===== src/rtl/tick_irq_pkg.sv =====
package tick_irq_pkg;
  // Source bit positions shared by enable mask and status register
  localparam int unsigned SRC_ALARM  = 0;
  localparam int unsigned SRC_MONTH  = 1;
  localparam int unsigned SRC_WEEK   = 2;
  localparam int unsigned SRC_DAY    = 3;
  localparam int unsigned SRC_HOUR   = 4;
  localparam int unsigned SRC_MINUTE = 5;
  localparam int unsigned SRC_SECOND = 6;
  localparam int unsigned SRC_TENTH  = 7;

  // Which register the read mux presents
  typedef enum logic [1:0] {
    SEL_NONE = 2'd0,
    SEL_STAT = 2'd1,
    SEL_MASK = 2'd2,
    SEL_ROLL = 2'd3
  } rd_sel_e;
endpackage


===== src/rtl/tick_bus_decode.sv =====
module tick_bus_decode
  import tick_irq_pkg::*;
#(
  parameter int unsigned ADDR_W    = 5,
  parameter int unsigned STAT_ADDR = 16,
  parameter int unsigned MASK_ADDR = 17,
  parameter int unsigned ROLL_ADDR = 20,
  parameter int unsigned CNT_LAST  = 7
) (
  input  logic              clk,
  input  logic              rst,
  input  logic [ADDR_W-1:0] addr,
  input  logic              rd,
  input  logic              wr,
  output rd_sel_e           rd_sel,
  output logic              mask_we,
  output logic              cnt_rd,
  output logic              stat_rd_end,
  output logic              roll_rd_end
);
  localparam logic [ADDR_W-1:0] A_STAT = ADDR_W'(STAT_ADDR);
  localparam logic [ADDR_W-1:0] A_MASK = ADDR_W'(MASK_ADDR);
  localparam logic [ADDR_W-1:0] A_ROLL = ADDR_W'(ROLL_ADDR);
  localparam logic [ADDR_W-1:0] A_CNTL = ADDR_W'(CNT_LAST);

  logic              rd_q;
  logic [ADDR_W-1:0] addr_q;

  always_ff @(posedge clk) begin
    if (rst) begin
      rd_q   <= 1'b0;
      addr_q <= '0;
    end else begin
      rd_q   <= rd;
      addr_q <= addr;
    end
  end

  logic rd_fall;
  assign rd_fall = rd_q && !rd;

  always_comb begin
    rd_sel = SEL_NONE;
    if (addr == A_STAT)      rd_sel = SEL_STAT;
    else if (addr == A_MASK) rd_sel = SEL_MASK;
    else if (addr == A_ROLL) rd_sel = SEL_ROLL;
  end

  assign mask_we     = wr && (addr == A_MASK);
  assign cnt_rd      = rd && (addr <= A_CNTL);
  assign stat_rd_end = rd_fall && (addr_q == A_STAT);
  assign roll_rd_end = rd_fall && (addr_q == A_ROLL);

  // The two end-of-read pulses target different addresses
  assert_one_end_R6: assert property (@(posedge clk) disable iff (rst)
    !(stat_rd_end && roll_rd_end));
endmodule


===== src/rtl/tick_irq_status.sv =====
module tick_irq_status #(
  parameter int unsigned N_SRC = 8
) (
  input  logic             clk,
  input  logic             rst,
  input  logic [N_SRC-1:0] evt,
  input  logic             mask_we,
  input  logic [N_SRC-1:0] mask_wdata,
  input  logic             clr,
  output logic [N_SRC-1:0] mask_q,
  output logic [N_SRC-1:0] status_q,
  output logic             irq_q
);
  logic [N_SRC-1:0] gated;
  logic [N_SRC-1:0] status_n;

  // One gate per source
  for (genvar g = 0; g < N_SRC; g++) begin : g_gate
    assign gated[g] = evt[g] & mask_q[g];
  end

  always_comb begin
    status_n = clr ? '0 : status_q;
    status_n = status_n | gated;
  end

  always_ff @(posedge clk) begin
    if (rst) begin
      mask_q   <= '0;
      status_q <= '0;
      irq_q    <= 1'b0;
    end else begin
      if (mask_we) mask_q <= mask_wdata;
      status_q <= status_n;
      irq_q    <= |status_n;
    end
  end

  assert_irq_any_R11: assert property (@(posedge clk) disable iff (rst)
    irq_q == (status_q != '0));

  assert_masked_no_set_R4: assert property (@(posedge clk) disable iff (rst)
    !clr |=> ((status_q & ~$past(status_q) & ~$past(mask_q)) == '0));

  assert_hold_no_clear_R4: assert property (@(posedge clk) disable iff (rst)
    !clr |=> ((status_q & $past(status_q)) == $past(status_q)));

  assert_clear_keep_R7: assert property (@(posedge clk) disable iff (rst)
    clr |=> (status_q == $past(evt & mask_q)));
endmodule


===== src/rtl/tick_rollover_flag.sv =====
module tick_rollover_flag (
  input  logic clk,
  input  logic rst,
  input  logic tick,
  input  logic cnt_rd,
  input  logic clr,
  output logic flag_q
);
  logic armed_q;
  logic watching;

  assign watching = armed_q | cnt_rd;

  always_ff @(posedge clk) begin
    if (rst) begin
      armed_q <= 1'b0;
      flag_q  <= 1'b0;
    end else if (clr) begin
      armed_q <= 1'b0;
      flag_q  <= 1'b0;
    end else begin
      armed_q <= watching;
      flag_q  <= flag_q | (tick & watching);
    end
  end

  assert_flag_clear_R10: assert property (@(posedge clk) disable iff (rst)
    clr |=> !flag_q);

  assert_flag_set_R8: assert property (@(posedge clk) disable iff (rst)
    (tick && cnt_rd && !clr) |=> flag_q);

  assert_flag_sticky_R8: assert property (@(posedge clk) disable iff (rst)
    (flag_q && !clr) |=> flag_q);
endmodule


===== src/rtl/tick_read_mux.sv =====
module tick_read_mux
  import tick_irq_pkg::*;
#(
  parameter int unsigned DATA_W = 8
) (
  input  logic              clk,
  input  logic              rst,
  input  logic              rd,
  input  rd_sel_e           sel,
  input  logic [DATA_W-1:0] status,
  input  logic [DATA_W-1:0] mask,
  input  logic              flag,
  output logic [DATA_W-1:0] rdata_q
);
  logic [DATA_W-1:0] pick;

  always_comb begin
    unique case (sel)
      SEL_STAT: pick = status;
      SEL_MASK: pick = mask;
      SEL_ROLL: pick = {{(DATA_W-1){1'b0}}, flag};
      default:  pick = '0;
    endcase
  end

  always_ff @(posedge clk) begin
    if (rst)     rdata_q <= '0;
    else if (rd) rdata_q <= pick;
    else         rdata_q <= '0;
  end

  assert_idle_zero_R12: assert property (@(posedge clk) disable iff (rst)
    !rd |=> (rdata_q == '0));
endmodule


===== src/rtl/tick_irq_ctrl.sv =====
module tick_irq_ctrl
  import tick_irq_pkg::*;
#(
  parameter int unsigned ADDR_W    = 5,
  parameter int unsigned DATA_W    = 8,
  parameter int unsigned STAT_ADDR = 16,
  parameter int unsigned MASK_ADDR = 17,
  parameter int unsigned ROLL_ADDR = 20,
  parameter int unsigned CNT_LAST  = 7
) (
  input  logic              clk,
  input  logic              rst,
  input  logic [ADDR_W-1:0] bus_addr,
  input  logic              bus_rd,
  input  logic              bus_wr,
  input  logic [DATA_W-1:0] bus_wdata,
  output logic [DATA_W-1:0] bus_rdata,
  input  logic [DATA_W-1:0] evt_pulse,
  input  logic              tick_1k,
  output logic              irq
);
  rd_sel_e           rd_sel;
  logic              mask_we;
  logic              cnt_rd;
  logic              stat_rd_end;
  logic              roll_rd_end;
  logic [DATA_W-1:0] mask_q;
  logic [DATA_W-1:0] status_q;
  logic              flag_q;

  tick_bus_decode #(
    .ADDR_W(ADDR_W), .STAT_ADDR(STAT_ADDR), .MASK_ADDR(MASK_ADDR),
    .ROLL_ADDR(ROLL_ADDR), .CNT_LAST(CNT_LAST)
  ) u_dec (
    .clk(clk), .rst(rst), .addr(bus_addr), .rd(bus_rd), .wr(bus_wr),
    .rd_sel(rd_sel), .mask_we(mask_we), .cnt_rd(cnt_rd),
    .stat_rd_end(stat_rd_end), .roll_rd_end(roll_rd_end)
  );

  tick_irq_status #(.N_SRC(DATA_W)) u_stat (
    .clk(clk), .rst(rst), .evt(evt_pulse), .mask_we(mask_we),
    .mask_wdata(bus_wdata), .clr(stat_rd_end),
    .mask_q(mask_q), .status_q(status_q), .irq_q(irq)
  );

  tick_rollover_flag u_roll (
    .clk(clk), .rst(rst), .tick(tick_1k), .cnt_rd(cnt_rd),
    .clr(roll_rd_end), .flag_q(flag_q)
  );

  tick_read_mux #(.DATA_W(DATA_W)) u_mux (
    .clk(clk), .rst(rst), .rd(bus_rd), .sel(rd_sel),
    .status(status_q), .mask(mask_q), .flag(flag_q), .rdata_q(bus_rdata)
  );

  assert_reset_R1: assert property (@(posedge clk)
    rst |=> (irq == 1'b0 && bus_rdata == '0));
endmodule


===== config.mk =====
export PLATFORM = sky130hd
export DESIGN_NAME = tick_irq_ctrl
export DESIGN_NICKNAME = d
export VERILOG_FILES = /design/src/rtl/tick_irq_pkg.sv /design/src/rtl/tick_bus_decode.sv /design/src/rtl/tick_irq_status.sv /design/src/rtl/tick_rollover_flag.sv /design/src/rtl/tick_read_mux.sv /design/src/rtl/tick_irq_ctrl.sv
export SDC_FILE = /design/constraint.sdc
export NUM_CORES = 1
export LEC_CHECK = 0
export BUFFER_PORTS_ARGS = -buffer_cell sky130_fd_sc_hd__buf_2
export CORE_MARGIN = 3
export CORE_UTILIZATION = 50
export DETAILED_ROUTE_END_ITERATION = 8
export GPL_TIMING_DRIVEN = 0
export PLACE_DENSITY = 0.85
export SKIP_CTS_REPAIR_TIMING = 1
export SKIP_LAST_GASP = 1
export SLEW_MARGIN = 10
export SYNTH_ARGS = -nofsm -noshare
export SYNTH_HDL_FRONTEND = slang
export SYNTH_HIERARCHICAL = 1
export SYNTH_SLANG_ARGS = --single-unit

===== constraint.sdc =====
create_clock -name clk -period 1.7 [get_ports clk]
set_input_delay 0.255 -clock clk [delete_from_list [all_inputs] [get_ports clk]]
set_output_delay 0.255 -clock clk [all_outputs]
set_load 0.01 [all_outputs]

# Word-level counts from Yosys, hierarchy flattened
# Cells that the tools add are included.
# totals
ff_bits,33
elab_cells,44
inputBits,26
out_inout_bits,9
# classes
eq_ne,8
n_reduce_logical,9
magnitude_cmp,1
bitwise,13
mux,5
# ops
op,n
$eq 5x5->1 const B,5
$pmux 8 s3,1
$and 1x1->1,9
$mux 8,1
$or 8x8->8,1
$reduce_or 8->1,1
$mux 2,3
$le 5x3->1 const B,1
$logic_and 1x1->1,5
$eq 2x2->1 const B,2
$reduce_or 2->1,2
$eq 2x1->1 const B,1
$or 1x1->1,2
$logic_not 1->1,1
$not 1->1,1

# Logic depth before layout (Yosys ltp)
# depth
depth_word,6
mapped_depth,5
depth_no_buf,4

# By module
# Netlist, hierarchy kept.
# by_module_without_submodules
mod,cells_per_inst,area_each_um2,seq_area_each_um2,n_inst
tick_irq_status,67,634.4,340.3,1
tick_read_mux,36,360.3,160.2,1
tick_bus_decode,22,230.2,120.1,1
tick_rollover_flag,7,70.1,40.0,1

# Worst setup path after synthesis
# OpenSTA, ideal clock, no wires.
# synth_path
kind,register -> register
startpoint,register u_dec.addr_q[1]
endpoint,register u_stat.irq_q
period_less_slack_ns,1.446
slack_ns,0.254
setup_time_ns,0.120
required_time_ns,1.580
stages_incl_launch_ff,5
arrival_time_ns,1.326
cell_sequence,dfxtp_1 -> nand4bb_1 -> nor4_1 -> a21oi_1 -> o31a_1
# synth_via
elab_chain_cells,5
# synth_lines
item,line_no,text
start: declaration,tick_bus_decode.sv:27,logic [ADDR_W-1:0] addr_q;
start signal: assignment,tick_bus_decode.sv:35,addr_q <= addr;
$eq 5x5->1,tick_bus_decode.sv:51,assign stat_rd_end = rd_fall && (addr_q == A_STAT);
$logic_and 1x1->1,tick_bus_decode.sv:51,
net stat_rd_end,tick_irq_ctrl.sv:25,logic stat_rd_end;
$mux 8,tick_irq_status.sv:23,status_n = clr ? '0 : status_q;
$or 8x8->8,tick_irq_status.sv:24,status_n = status_n | gated;
$reduce_or 8->1,tick_irq_status.sv:35,irq_q <= |status_n;
end signal: assignment,tick_irq_status.sv:35,
end: declaration,tick_irq_status.sv:12,output logic irq_q
# The timed path passes the listed nets, and every way through them passes these cells.
# A chain may end at the register's enable or synchronous reset.

# Worst setup path after layout
# Same ends and word-level chain as after synthesis.

==> run_results.csv <==
group,metric,value,unit
synth,synth_cell_types,27,
hold_path,whs_path_depth,2,
synth,ys_top_cells_by_area,"dfxtp_1 51%, nand3b_1 8.1%, mux2i_1 7.0%",
clock_tree,h-tree-depth,2,
detailed_routing,drtIter0Drc,40,
detailed_routing,via_per_inst,5.381,
grt,grt_max_degree,11,
worst_setup_path,start_kind,"flip-flop",
place,dp.cells,194,
synth,yosys.area.top_type,"dfxtp_1",
grt,grt_pass1_vias,1041,
clock_tree,clock_path_buffers,2,
synth,async_flop_share,0,%
timing,holdWs,0.1547,ns
grt,antenna_found_initial,0,
grt,grt_pass1_wl,4.560,mm
finish,area_delta_synth_final,21.74,%
timing,min_period,1.512,ns
hold_path,min_from,"bus_addr[1]",
finish,drive_above_1_share,29.89,%
pwr,p_leak,0.6082,nW
worst_setup_path,endpoint_kind,"flip-flop",
finish,fin_nets,199,
grt,grt_usage,18.47,%
worst_setup_path,critical_path.max_fanout,9,
detailed_routing,routed_wl,2.732,mm
run_status,status,"complete, no violations",
timing,slew_viol_final,0,
timing,max_slew_margin,60.34,%
worst_setup_path,r2r_setup_slack,0.19,ns
worst_setup_path,crit_arrival,1.74,ns
timing,fin_crit_sh,88.96,%
worst_setup_path,cp_num_cells,4,
synth,synth-edff-count,0,
worst_setup_path,max_stage_delay,0.47,ns
worst_setup_path,ff2ff_path_depth,4,
die,dieArea,0.003236,mm^2
grt,grt-ovfl-total,0,
worst_setup_path,worstPathRequired,1.93,ns
detailed_routing,dr.pass1.iters,5,
die,ios,35,
detailed_routing,drcViolationCount,0,
clock_tree,cts_root_buffer,"clkbuf_4",
timing,fmax,661.3,MHz
finish,fillCellCount,198,
synth,synthCells,132,
pwr,power,1.373,mW
timing,rsz0062_at_grt,"no",
die,row_count,17,
synth,yosysWarnings,6,
finish,post-route-util,67.38,%
worst_setup_path,cpMaxStageDelayCell,"nor4_2",
hold_path,hp-class,"input port to flip-flop",
detailed_routing,final_antenna_net_count,0,
die,die_w,56.89,um
clock_tree,clk_latency,0.33,ns
finish,num_antenna_cells,0,
die,start_util,55.35,%
synth,ys.flop_type,"dfxtp_1",
synth,synth_seq_area_share,51.01,%
clock_tree,clk_pin_slew,0.09,ns
timing,fin_setup_tns,0,ns
timing,hold_viol,0,
place,place_congestion,0.8235,
finish,instances_no_fill,202,
clock_tree,numCtsBuffers,5,
worst_setup_path,path_cells,"nand4bb_1 -> nor4_2 -> a21oi_1 -> o31a_1",
timing,skew,0.009765,ns
timing,tightest_slew,0.5899,ns
synth,avgSynthCellArea,9.811,um^2
synth,netlist_area,0.001295,mm^2
detailed_routing,wl_per_cell,13.52,um
place,dpl.hpwl,2.099,mm
pwr,p_per_area,870.7,mW/mm^2
timing,setup_violations,0,
clock_tree,tritoncts,"done",
clock_tree,cts_sinks,33,
pwr,peakVddDrop,676.2,uV
worst_setup_path,r2r_start,"u_dec/addr_q[1]",
hold_path,min_to,"u_dec/addr_q[1]",
synth,ys_seq_elements,33,
die,core_region_area,0.002340,mm^2
die,die-height,56.89,um
worst_setup_path,critPathTopFamily,"simple AND/OR/NAND/NOR gates",
worst_setup_path,crit_type,"flip-flop to flip-flop",
synth,synth_fp_nets,158,
run,drv_cap,0,
worst_setup_path,critPathBufInv,0,
detailed_routing,vias,1087,
synth,synth_top_cell_area_share,51.01,%
worst_setup_path,reg2reg_to,"u_stat/irq_q",
place,io_buffers,34,
## final cells by class
| type | count | area, um^2 | share of cell area, % |
|---|---|---|---|
| Inverter | 1 | 3.754 | 0.2381 |
| Tap cell | 28 | 35.03 | 2.222 |
| Clock inverter | 1 | 5.005 | 0.3175 |
| Clock buffer | 7 | 65.06 | 4.127 |
| Multi-Input combinational cell | 92 | 600.6 | 38.10 |
| Sequential cell | 33 | 660.6 | 41.90 |
| Buffer | 6 | 36.28 | 2.302 |
| Timing Repair Buffer | 34 | 170.2 | 10.79 |
## worst reg2reg max path, delay by kind of cell (launching register included)
family	cells	cell delay (ns)
compound gates	2	0.41
flops	1	0.30
simple gates	2	0.69
## how the worst max path moves through the flow
stage | start | end | slack, ns
floorplan | u_dec/addr_q[1] | u_stat/irq_q | 0.25
global placement | bus_rd | u_stat/irq_q | -0.13
detailed placement | bus_rd | u_stat/irq_q | -0.13
CTS | u_dec/addr_q[1] | u_stat/irq_q | -0.05
global route | u_dec/addr_q[1] | u_stat/irq_q | 0.09
finish | u_dec/addr_q[1] | u_stat/irq_q | 0.19
## per-layer routing
layer	up-vias	part of all wire (%)	GRT usage, %
met5	-	0	0
met2	33	47	29.04
met1	501	44	22.22
met4	0	2.6	10.93
met3	8	6.5	5.057
li1	545	-	-
## placed cells by master, fill, tap and decap left out, drive strengths merged
master	instances
nand4	2
nor3	3
o31a	1
nand2	9
a211oi	1
clkinv	1
nor2b	6
nand4bb	1
clkbuf	9
a21oi	17
nor4	4
nor2	12
nand3b	14
inv	1
nand2b	8
nor3b	1
or2b	1
xnor2	1
buf	38
mux2i	9
nor4b	1
dfxtp	33
or3b	1
## through the flow
step / instance area, um^2 / worst slack (ns)
3_3_place_gp: 1500 / -0.1315
6_report: 1577 / 0.1877
5_1_grt: 1577 / 0.09353
4_1_cts: 1570 / -0.05313
3_5_place_dp: 1500 / -0.1300
2_1_floorplan: 1295 / 0.2540
## cells by family after synthesis
| group | synth area share, % |
|---|---|
| DFF | 51.01 |
| muxes | 6.957 |
| buffers and inverters | 3.092 |
| xor gates and xnor gates | 0.6765 |
| AOI/OAI and AO/OA | 8.503 |
| and+or+nand+nor | 29.76 |
## flip-flops by register name (all words and copies together) (netlist names)
signal           flops
u_mux/rdata_q        8
u_stat/mask_q        8
u_stat/status_q      8
u_dec/addr_q         5
u_dec/rd_q           1
u_roll/armed_q       1
u_roll/flag_q        1
u_stat/irq_q         1
## cells in the mapped netlist, types with 2 or more instances
library cell  number
nand2b_1           8
nor2b_1            6
clkbuf_1           2
nor2_1            12
a21oi_1           16
mux2i_1            9
nand3b_1          14
nor4_2             2
nand2_1            9
dfxtp_1           33
nor3_1             2
nor4_1             2
nand4_1            2
buf_2              2
## power breakdown
group	internal [mW]	total (mW)	leakage (nW)	switching (mW)
logic	0.0451	0.0885	0.299	0.0435
clock network	0.239	0.491	0.0413	0.251
registers	0.786	0.794	0.268	0.00764
Note: power is estimated with default switching activity, not from simulation.
